## config.mk

```make
export PLATFORM = sky130hd
export DESIGN_NAME = head_step_seq
export DESIGN_NICKNAME = d
export VERILOG_FILES = /design/src/rtl/hss_pkg.sv /design/src/rtl/hss_rise_detect.sv /design/src/rtl/hss_pulse_timer.sv /design/src/rtl/head_step_seq.sv
export SDC_FILE = /design/constraint.sdc
export NUM_CORES = 1
export LEC_CHECK = 0
export ABC_AREA = 1
export BUFFER_PORTS_ARGS = -buffer_cell sky130_fd_sc_hd__buf_2
export CAP_MARGIN = 15
export CELL_PAD_IN_SITES_DETAIL_PLACEMENT = 1
export CELL_PAD_IN_SITES_GLOBAL_PLACEMENT = 1
export CORE_MARGIN = 4
export CORE_UTILIZATION = 39
export CTS_CLUSTER_DIAMETER = 120
export DETAILED_ROUTE_END_ITERATION = 7
export PLACE_DENSITY_LB_ADDON = 0.1
export REMOVE_ABC_BUFFERS = 1
export SYNTH_ARGS = -nofsm -noshare
export SYNTH_HDL_FRONTEND = slang
export SYNTH_SLANG_ARGS = --single-unit
```

## constraint.sdc

```tcl
create_clock -name clk -period 1.9 [get_ports clk]
set_clock_uncertainty 0.1 [all_clocks]
set_input_delay 0.38 -clock clk [delete_from_list [all_inputs] [get_ports clk]]
set_output_delay 0.38 -clock clk [all_outputs]
set_load 0.01 [all_outputs]
```

## src/rtl/hss_pkg.sv

```systemverilog
package hss_pkg;
   typedef enum logic [1:0] {
      ST_IDLE  = 2'd0,
      ST_WAIT  = 2'd1,
      ST_PULSE = 2'd2
   } seq_state_t;
endpackage

```

## src/rtl/hss_rise_detect.sv

```systemverilog
module hss_rise_detect (
   input  logic clk,
   input  logic rst,
   input  logic lvl,
   output logic rise
);
   logic lvl_q;

   always_ff @(posedge clk) begin
      if (rst) lvl_q <= 1'b0;
      else     lvl_q <= lvl;
   end

   assign rise = lvl & ~lvl_q;
endmodule

```

## src/rtl/hss_pulse_timer.sv

```systemverilog
module hss_pulse_timer #(
   parameter int PULSE_CYCLES = 100
) (
   input  logic clk,
   input  logic rst,
   input  logic start,
   output logic active,
   output logic done
);
   localparam int CW = (PULSE_CYCLES > 1) ? $clog2(PULSE_CYCLES) : 1;

   initial begin
      if (PULSE_CYCLES < 1)
         $error("hss_pulse_timer: PULSE_CYCLES must be at least 1");
   end

   generate
      if (PULSE_CYCLES == 1) begin : g_single
         always_ff @(posedge clk) begin
            if (rst) active <= 1'b0;
            else     active <= start;
         end
         assign done = active;
      end else begin : g_count
         logic [CW-1:0] cnt;
         always_ff @(posedge clk) begin
            if (rst) begin
               active <= 1'b0;
               cnt    <= '0;
            end else if (start) begin
               active <= 1'b1;
               cnt    <= CW'(PULSE_CYCLES - 1);
            end else if (active) begin
               if (cnt == '0) active <= 1'b0;
               else           cnt    <= cnt - 1'b1;
            end
         end
         assign done = active && (cnt == '0);
      end
   endgenerate

   // a new pulse is never requested while one is still running
   p_no_restart_r4: assert property (@(posedge clk) disable iff (rst)
      start |-> !active);
endmodule

```

## src/rtl/head_step_seq.sv

```systemverilog
module head_step_seq #(
   parameter int CMD_W        = 8,
   parameter int PULSE_CYCLES = 100
) (
   input  logic             clk,
   input  logic             rst,
   input  logic             step_tick,
   input  logic [CMD_W-1:0] cmd_byte,
   input  logic             cmd_wr,
   input  logic             trk0_in,
   output logic             step_n,
   output logic             dir_out,
   output logic             busy,
   output logic             trk0_hit
);
   import hss_pkg::*;

   localparam int CNT_W = CMD_W - 1;

   initial begin
      if (CMD_W < 2)
         $error("head_step_seq: CMD_W must be at least 2");
      if (PULSE_CYCLES < 1)
         $error("head_step_seq: PULSE_CYCLES must be at least 1");
   end

   seq_state_t       state;
   logic [CNT_W-1:0] remaining;
   logic             tick_rise;
   logic             pulse_active;
   logic             pulse_done;
   logic             at_zero_out;
   logic             fire;

   hss_rise_detect u_rise (
      .clk  (clk),
      .rst  (rst),
      .lvl  (step_tick),
      .rise (tick_rise)
   );

   assign at_zero_out = !dir_out && trk0_in;
   assign fire = (state == ST_WAIT) && !at_zero_out
               && (remaining != '0) && tick_rise;

   hss_pulse_timer #(.PULSE_CYCLES(PULSE_CYCLES)) u_timer (
      .clk    (clk),
      .rst    (rst),
      .start  (fire),
      .active (pulse_active),
      .done   (pulse_done)
   );

   always_ff @(posedge clk) begin
      if (rst) begin
         state     <= ST_IDLE;
         dir_out   <= 1'b0;
         remaining <= '0;
         trk0_hit  <= 1'b0;
      end else begin
         case (state)
            ST_IDLE: begin
               if (cmd_wr) begin
                  dir_out   <= cmd_byte[CMD_W-1];
                  remaining <= cmd_byte[CNT_W-1:0];
                  trk0_hit  <= 1'b0;
                  if (cmd_byte[CNT_W-1:0] != '0) state <= ST_WAIT;
               end
            end
            ST_WAIT: begin
               if (at_zero_out) begin
                  trk0_hit <= 1'b1;
                  state    <= ST_IDLE;
               end else if (remaining == '0) begin
                  state <= ST_IDLE;
               end else if (fire) begin
                  remaining <= remaining - 1'b1;
                  state     <= ST_PULSE;
               end
            end
            ST_PULSE: begin
               if (pulse_done) state <= ST_WAIT;
            end
            default: state <= ST_IDLE;
         endcase
      end
   end

   assign busy   = (state != ST_IDLE);
   assign step_n = ~pulse_active;

   // the step line only goes low inside a seek
   p_step_in_seek_r10: assert property (@(posedge clk) disable iff (rst)
      !step_n |-> busy);
   // direction is held for the whole seek
   p_dir_hold_r5: assert property (@(posedge clk) disable iff (rst)
      (busy && $past(busy)) |-> $stable(dir_out));
   // the sticky flag and busy never overlap
   p_hit_idle_r9: assert property (@(posedge clk) disable iff (rst)
      busy |-> !trk0_hit);
   // a zero-count command never raises busy
   p_zero_cmd_r6: assert property (@(posedge clk) disable iff (rst)
      (!busy && cmd_wr && cmd_byte[CNT_W-1:0] == '0) |=> !busy);
   // track zero while waiting on an outward seek ends it
   p_trk0_stop_r8: assert property (@(posedge clk) disable iff (rst)
      (state == ST_WAIT && !dir_out && trk0_in) |=> (!busy && trk0_hit));
   // a write during a seek leaves the remaining count alone
   p_ignore_busy_r7: assert property (@(posedge clk) disable iff (rst)
      (state == ST_PULSE && cmd_wr) |=> (remaining == $past(remaining)));
endmodule

```

## Yosys cells after proc, flatten, opt, wreduce, memory -nomap -nowiden

Cells that the tools add are included.

| word-level totals | value |
|---|---|
| input bits | 13 |
| output and inout bits | 4 |
| flip-flop bits (word level) | 20 |
| word-level logic and storage cells | 68 |

| cells by class | value |
|---|---|
| add/subtract/negate cells | 2 |
| bitwise logic cells | 4 |
| reductions and logical operators | 22 |
| equal/unequal tests | 11 |
| mux-type cells | 21 |

Operators by type and width:

| operator | count |
|---|---|
| 7-bit 2-to-1 mux | 7 |
| 2-bit != test (second input constant) | 8 |
| 7-bit zero test | 2 |
| 7-bit case mux with 2 select lines | 1 |
| 7-bit nonzero test | 2 |
| 7-bit by 1-bit subtractor with 7-bit output (second input constant) | 2 |
| 2-bit 2-to-1 mux | 6 |
| 2-bit case mux with 3 select lines | 1 |
| 2-bit AND reduction | 3 |
| 2-bit nonzero test | 3 |
| 1-bit logical AND | 5 |
| 1-bit 2-to-1 mux | 5 |
| 5-bit AND reduction | 1 |
| 4-bit by 3-bit != test with 1-bit output (second input constant) | 1 |
| 4-bit AND reduction | 1 |
| 1-bit NOT | 3 |
| 3-bit AND reduction | 1 |
| 2-bit by 1-bit == test with 1-bit output (second input constant) | 1 |
| 2-bit == test (second input constant) | 1 |
| 1-bit zero test | 2 |
| 2-bit zero test | 1 |
| 1-bit case mux with 2 select lines | 1 |
| 2-bit OR reduction | 1 |
| 1-bit bitwise AND | 1 |

## Depth between registers and ports, before layout

| depth | value |
|---|---|
| depth in word-level cells | 10 |
| gate-level depth with buffers | 11 |
| gate-level depth less buffers | 11 |

## By module

Synthesis repeated with hierarchy kept, for this count alone.

| unflattened totals | value |
|---|---|
| cells, all modules | 194 |
| area total of the unflattened synthesis | 1,293.7 µm² |

By module, submodules not included:

| module | seq. area each (µm²) | cells each | instances | area an instance (µm²) |
|---|---|---|---|---|
| head_step_seq | 220.2 | 121 | 1 | 760.7 |
| hss_pulse_timer | 160.2 | 69 | 1 | 501.7 |
| hss_rise_detect | 20.0 | 4 | 1 | 31.3 |

## Worst setup path before layout

OpenSTA, ideal clock, no wires.

| timing path | value |
|---|---|
| path kind | register to register |
| start point | register u_timer.g_count.cnt[0] |
| end point | register u_timer.g_count.cnt[1] |
| slack | 0.474 ns |
| path buffers | 0 |
| setup time | 0.128 ns |
| arrival | 1.198 ns |
| stages on the path, launching flop included | 10 |
| data required time | 1.672 ns |
| clock period less this slack | 1.426 ns |
| cell sequence | dfxtp_1 > inv_1 > ha_1 > inv_1 > nor2_1 > nand3_1 > nand2_1 > inv_1 > o21ai_0 > a21oi_1 |

| on the way | value |
|---|---|
| longest elaborated chain between the ends | 4 |
| elaborated cells between the ends (all ways) | 7 |
| classes of those cells | add/sub: 1; eq/ne: 1; mux: 3; reduce/logical: 2 |

Ends and longest elaborated chain:

| item | line | RTL |
|---|---|---|
| start, declared | hss_pulse_timer.sv:25 | `logic [CW-1:0] cnt;` |
| start signal, assigned | hss_pulse_timer.sv:32 | `cnt <= CW'(PULSE_CYCLES - 1);` |
| start signal, assigned | hss_pulse_timer.sv:35 | `else cnt <= cnt - 1'b1;` |
| 7-bit by 1-bit subtractor with 7-bit output | hss_pulse_timer.sv:35 |  |
| 7-bit 2-to-1 mux | hss_pulse_timer.sv:34 | `if (cnt == '0) active <= 1'b0;` |
| 7-bit 2-to-1 mux | hss_pulse_timer.sv:33 | `end else if (active) begin` |
| 7-bit 2-to-1 mux | hss_pulse_timer.sv:30 | `end else if (start) begin` |

Parallel ways exist; a longest one is shown, timed or not. The select of a mux whose other input is x is not followed.
A chain may end at the register's enable or synchronous reset.

## Final worst setup path

Same ends and word-level chain as after synthesis.

==> run_results.csv <==
group,metric,value,unit
place,hpwlAfterDp,2400,µm
setup_path,cp_cell_sequence,"inv_1, ha_1, inv_1, nor2_1, nand3_1, nand2_2, inv_1, o21ai_0, a21oi_1",
floorplan,num_rows,20,
setup_path,crit_top_cell,"inv_1",
timing,slew_viol_final,0,
cells_and_area,fin_nets,228,
synthesis,syn-cell-area,1220,µm²
setup_path,critPathBufInv,3,
worst_hold_path,hold_class,"primary input to register",
timing,period_share,86.5,%
timing,max_slew_margin,68.8,%
clocking,clk_transition_reported_paths,0.12,ns
drt,wl,2930,µm
synthesis,netlist_top_cells_area,"dfxtp_1 (33%), nand2_1 (15%), nor2_1 (13%)",
synthesis,synth_area_per_cell,6.27,µm²
clocking,clock-sinks,20,
setup_path,crit_family,"simple AND/OR/NAND/NOR gates",
power_and_ir_drop,ir_drop,0.322,mV
synthesis,yosys_register_bits,20,
synthesis,ys.flop_type,"dfxtp_1",
synthesis,synth_warnings,0,
clocking,ctsHoldBuffers,0,
drt,vias,1203,
setup_path,worstPathMaxFanout,7,
synthesis,synth_top_area_cell,"dfxtp_1",
clocking,clockBufferDepth,2,
drt,drt_pass1_iterations,4,
synthesis,syn_inst,194,
floorplan,die_h,63.8,µm
flow_run,drv_cap,0,
grt,antenna_found_initial,0,
synthesis,synth_common_cells,"nand2_1 (49), nor2_1 (41), inv_1 (29)",
power_and_ir_drop,power.density,873,nW/µm²
synthesis,synth.most_common_cell,"nand2_1",
synthesis,synth.top_cell.area_share,32.9,%
drt,wl_per_cell,11.5,µm
drt,ant_nets,0,
power_and_ir_drop,p_leak,0.710,nW
grt,grt.busiest_layer,"met2",
setup_path,critPathKind,"register to register",
cells_and_area,layout-drive-gt1-share,12.4,%
place,dp_slack,0.210,ns
grt,grtUsageTotal,15.7,%
place,port_buffers,16,
cells_and_area,syn_to_final_growth,11.5,%
floorplan,io_pins,17,
drt,drt_iter0_markers,21,
timing,setup_slack,0.256,ns
timing,tightest_slew,0.464,ns
cells_and_area,multi_input_area,676,µm²
grt,grt_max_degree,18,
clocking,clk_latency,0.31,ns
run_status,status,"completed",
clocking,h-tree-depth,1,
grt,global_route.usage.met2,30.6,%
setup_path,critPathLaunchType,"register",
drt,drc,0,
setup_path,max_stage_delay,0.35,ns
setup_path,slowest_stage,"dfxtp_1",
floorplan,core,3030,µm²
place,dpl.cell_count,250,
floorplan,die_width,63.8,µm
place,gp_congestion,0.762,
synthesis,synth-edff-count,0,
synthesis,async_flop_share,0,%
grt,grt_overflow_total,0,
cells_and_area,diodes,0,
setup_path,critPathArrivalTime,1.75,ns
timing,finalHoldViolCount,0,
timing,finalSetupTns,0,ns
floorplan,start_util,40.2,%
clocking,cts-root-buf,"clkbuf_4",
grt,use_met3,2.11,%
floorplan,die-area,4080,µm²
cells_and_area,final-seq-area,400,µm²
cells_and_area,fin_cells,254,
synthesis,ys_seq_area_share,32.9,%
drt,viasPerCell,4.74,
grt,grt.met1_usage,17.6,%
timing,rsz0062_at_grt,"no",
timing,setup_violations,0,
synthesis,synth.distinct_cells,21,
timing,fmax,608,MHz
setup_path,cp-end-kind,"register",
clocking,cts_tree,"built",
timing,fin_crit,1.64,ns
setup_path,required,2.00,ns
clocking,numCtsBuffers,3,
grt,grt_pass1_vias,1257,
grt,grt_pass1_wl,5210,µm
cells_and_area,fill_cells,425,
[final timing paths]
kind / start / end / slack [ns] / depth (start not counted)
max: u_timer.g_count.cnt[0] / u_timer.g_count.cnt[1] / 0.26 / 9
min reg2reg: trk0_hit / trk0_hit / 0.37 / 2
min: step_tick / u_rise.lvl_q / 0.18 / 3
max reg2reg: u_timer.g_count.cnt[0] / u_timer.g_count.cnt[1] / 0.26 / 9
[flip-flops by register name, indices dropped and copies added (netlist names)]
signal               count
remaining                7
u_timer.active           1
state                    2
u_rise.lvl_q             1
u_timer.g_count.cnt      7
trk0_hit                 1
dir_out                  1
[worst reg2reg max path, delay by kind of cell (launching register included)]
| family | cells | cell delay (ns) |
|---|---|---|
| AND/OR/NAND/NOR | 3 | 0.42 |
| adder cells (fa/ha/maj) | 1 | 0.15 |
| buffers and inverters | 3 | 0.26 |
| flip-flops | 1 | 0.35 |
| AO/OA/AOI/OAI | 2 | 0.27 |
[layout by cell type (no fill, tap or decap), drive strengths merged]
master and instances:
nand2 50, nor2 43, inv 29, dfxtp 20
nand3 17, buf 16, o21ai 9, a21oi 8
nand4 4, ha 4, clkbuf 4, nand3b 2
xnor2 1, and2 1, nor3 1, xor2 1
[metal layers]
layer	up-vias	wire length, µm
li1	634	-
met1	556	1290
met2	9	1560
met3	4	50
met4	0	33
met5	-	0
[final cells by class]
type / count / area share, %
clock buffer: 4 / 2.68
inverter: 29 / 8.03
timing repair buffer: 16 / 5.90
multi-input combinational: 141 / 49.8
tap: 44 / 4.06
sequential: 20 / 29.5
[where the power goes]
group / internal, W / switching [W] / total, W / leakage, nW
combinational: 0.000153 / 0.000266 / 0.000419 / 0.525
sequential: 0.000467 / 0.0000443 / 0.000512 / 0.164
clock: 0.000117 / 0.000137 / 0.000254 / 0.0210
[timing repair]
action                     CTS  global route
resized for setup            0             1
buffers inserted             0             0
setup endpoints to repair    0             1
[logic make-up after synthesis]
family	share of synthesized area (%)
AND/OR/NAND/NOR	42.8
buffers and inverters	11.7
flip-flops	32.9
AO/OA/AOI/OAI	7.00
adder cells (fa/ha/maj)	4.12
XOR/XNOR	1.44
[per-stage QoR]
step           total power, W  hold slack, ns  util (%)  cell area [µm²]
6_report              0.00118           0.180      44.8             1360
5_1_grt               0.00129           0.194      44.8             1360
3_3_place_gp         0.000931           0.350      43.5             1320
2_1_floorplan        0.000828           0.349         -             1180
4_1_cts               0.00120           0.173      44.7             1350
3_5_place_dp         0.000945           0.360      43.5             1320
Note: power is estimated with default switching activity, not from simulation.
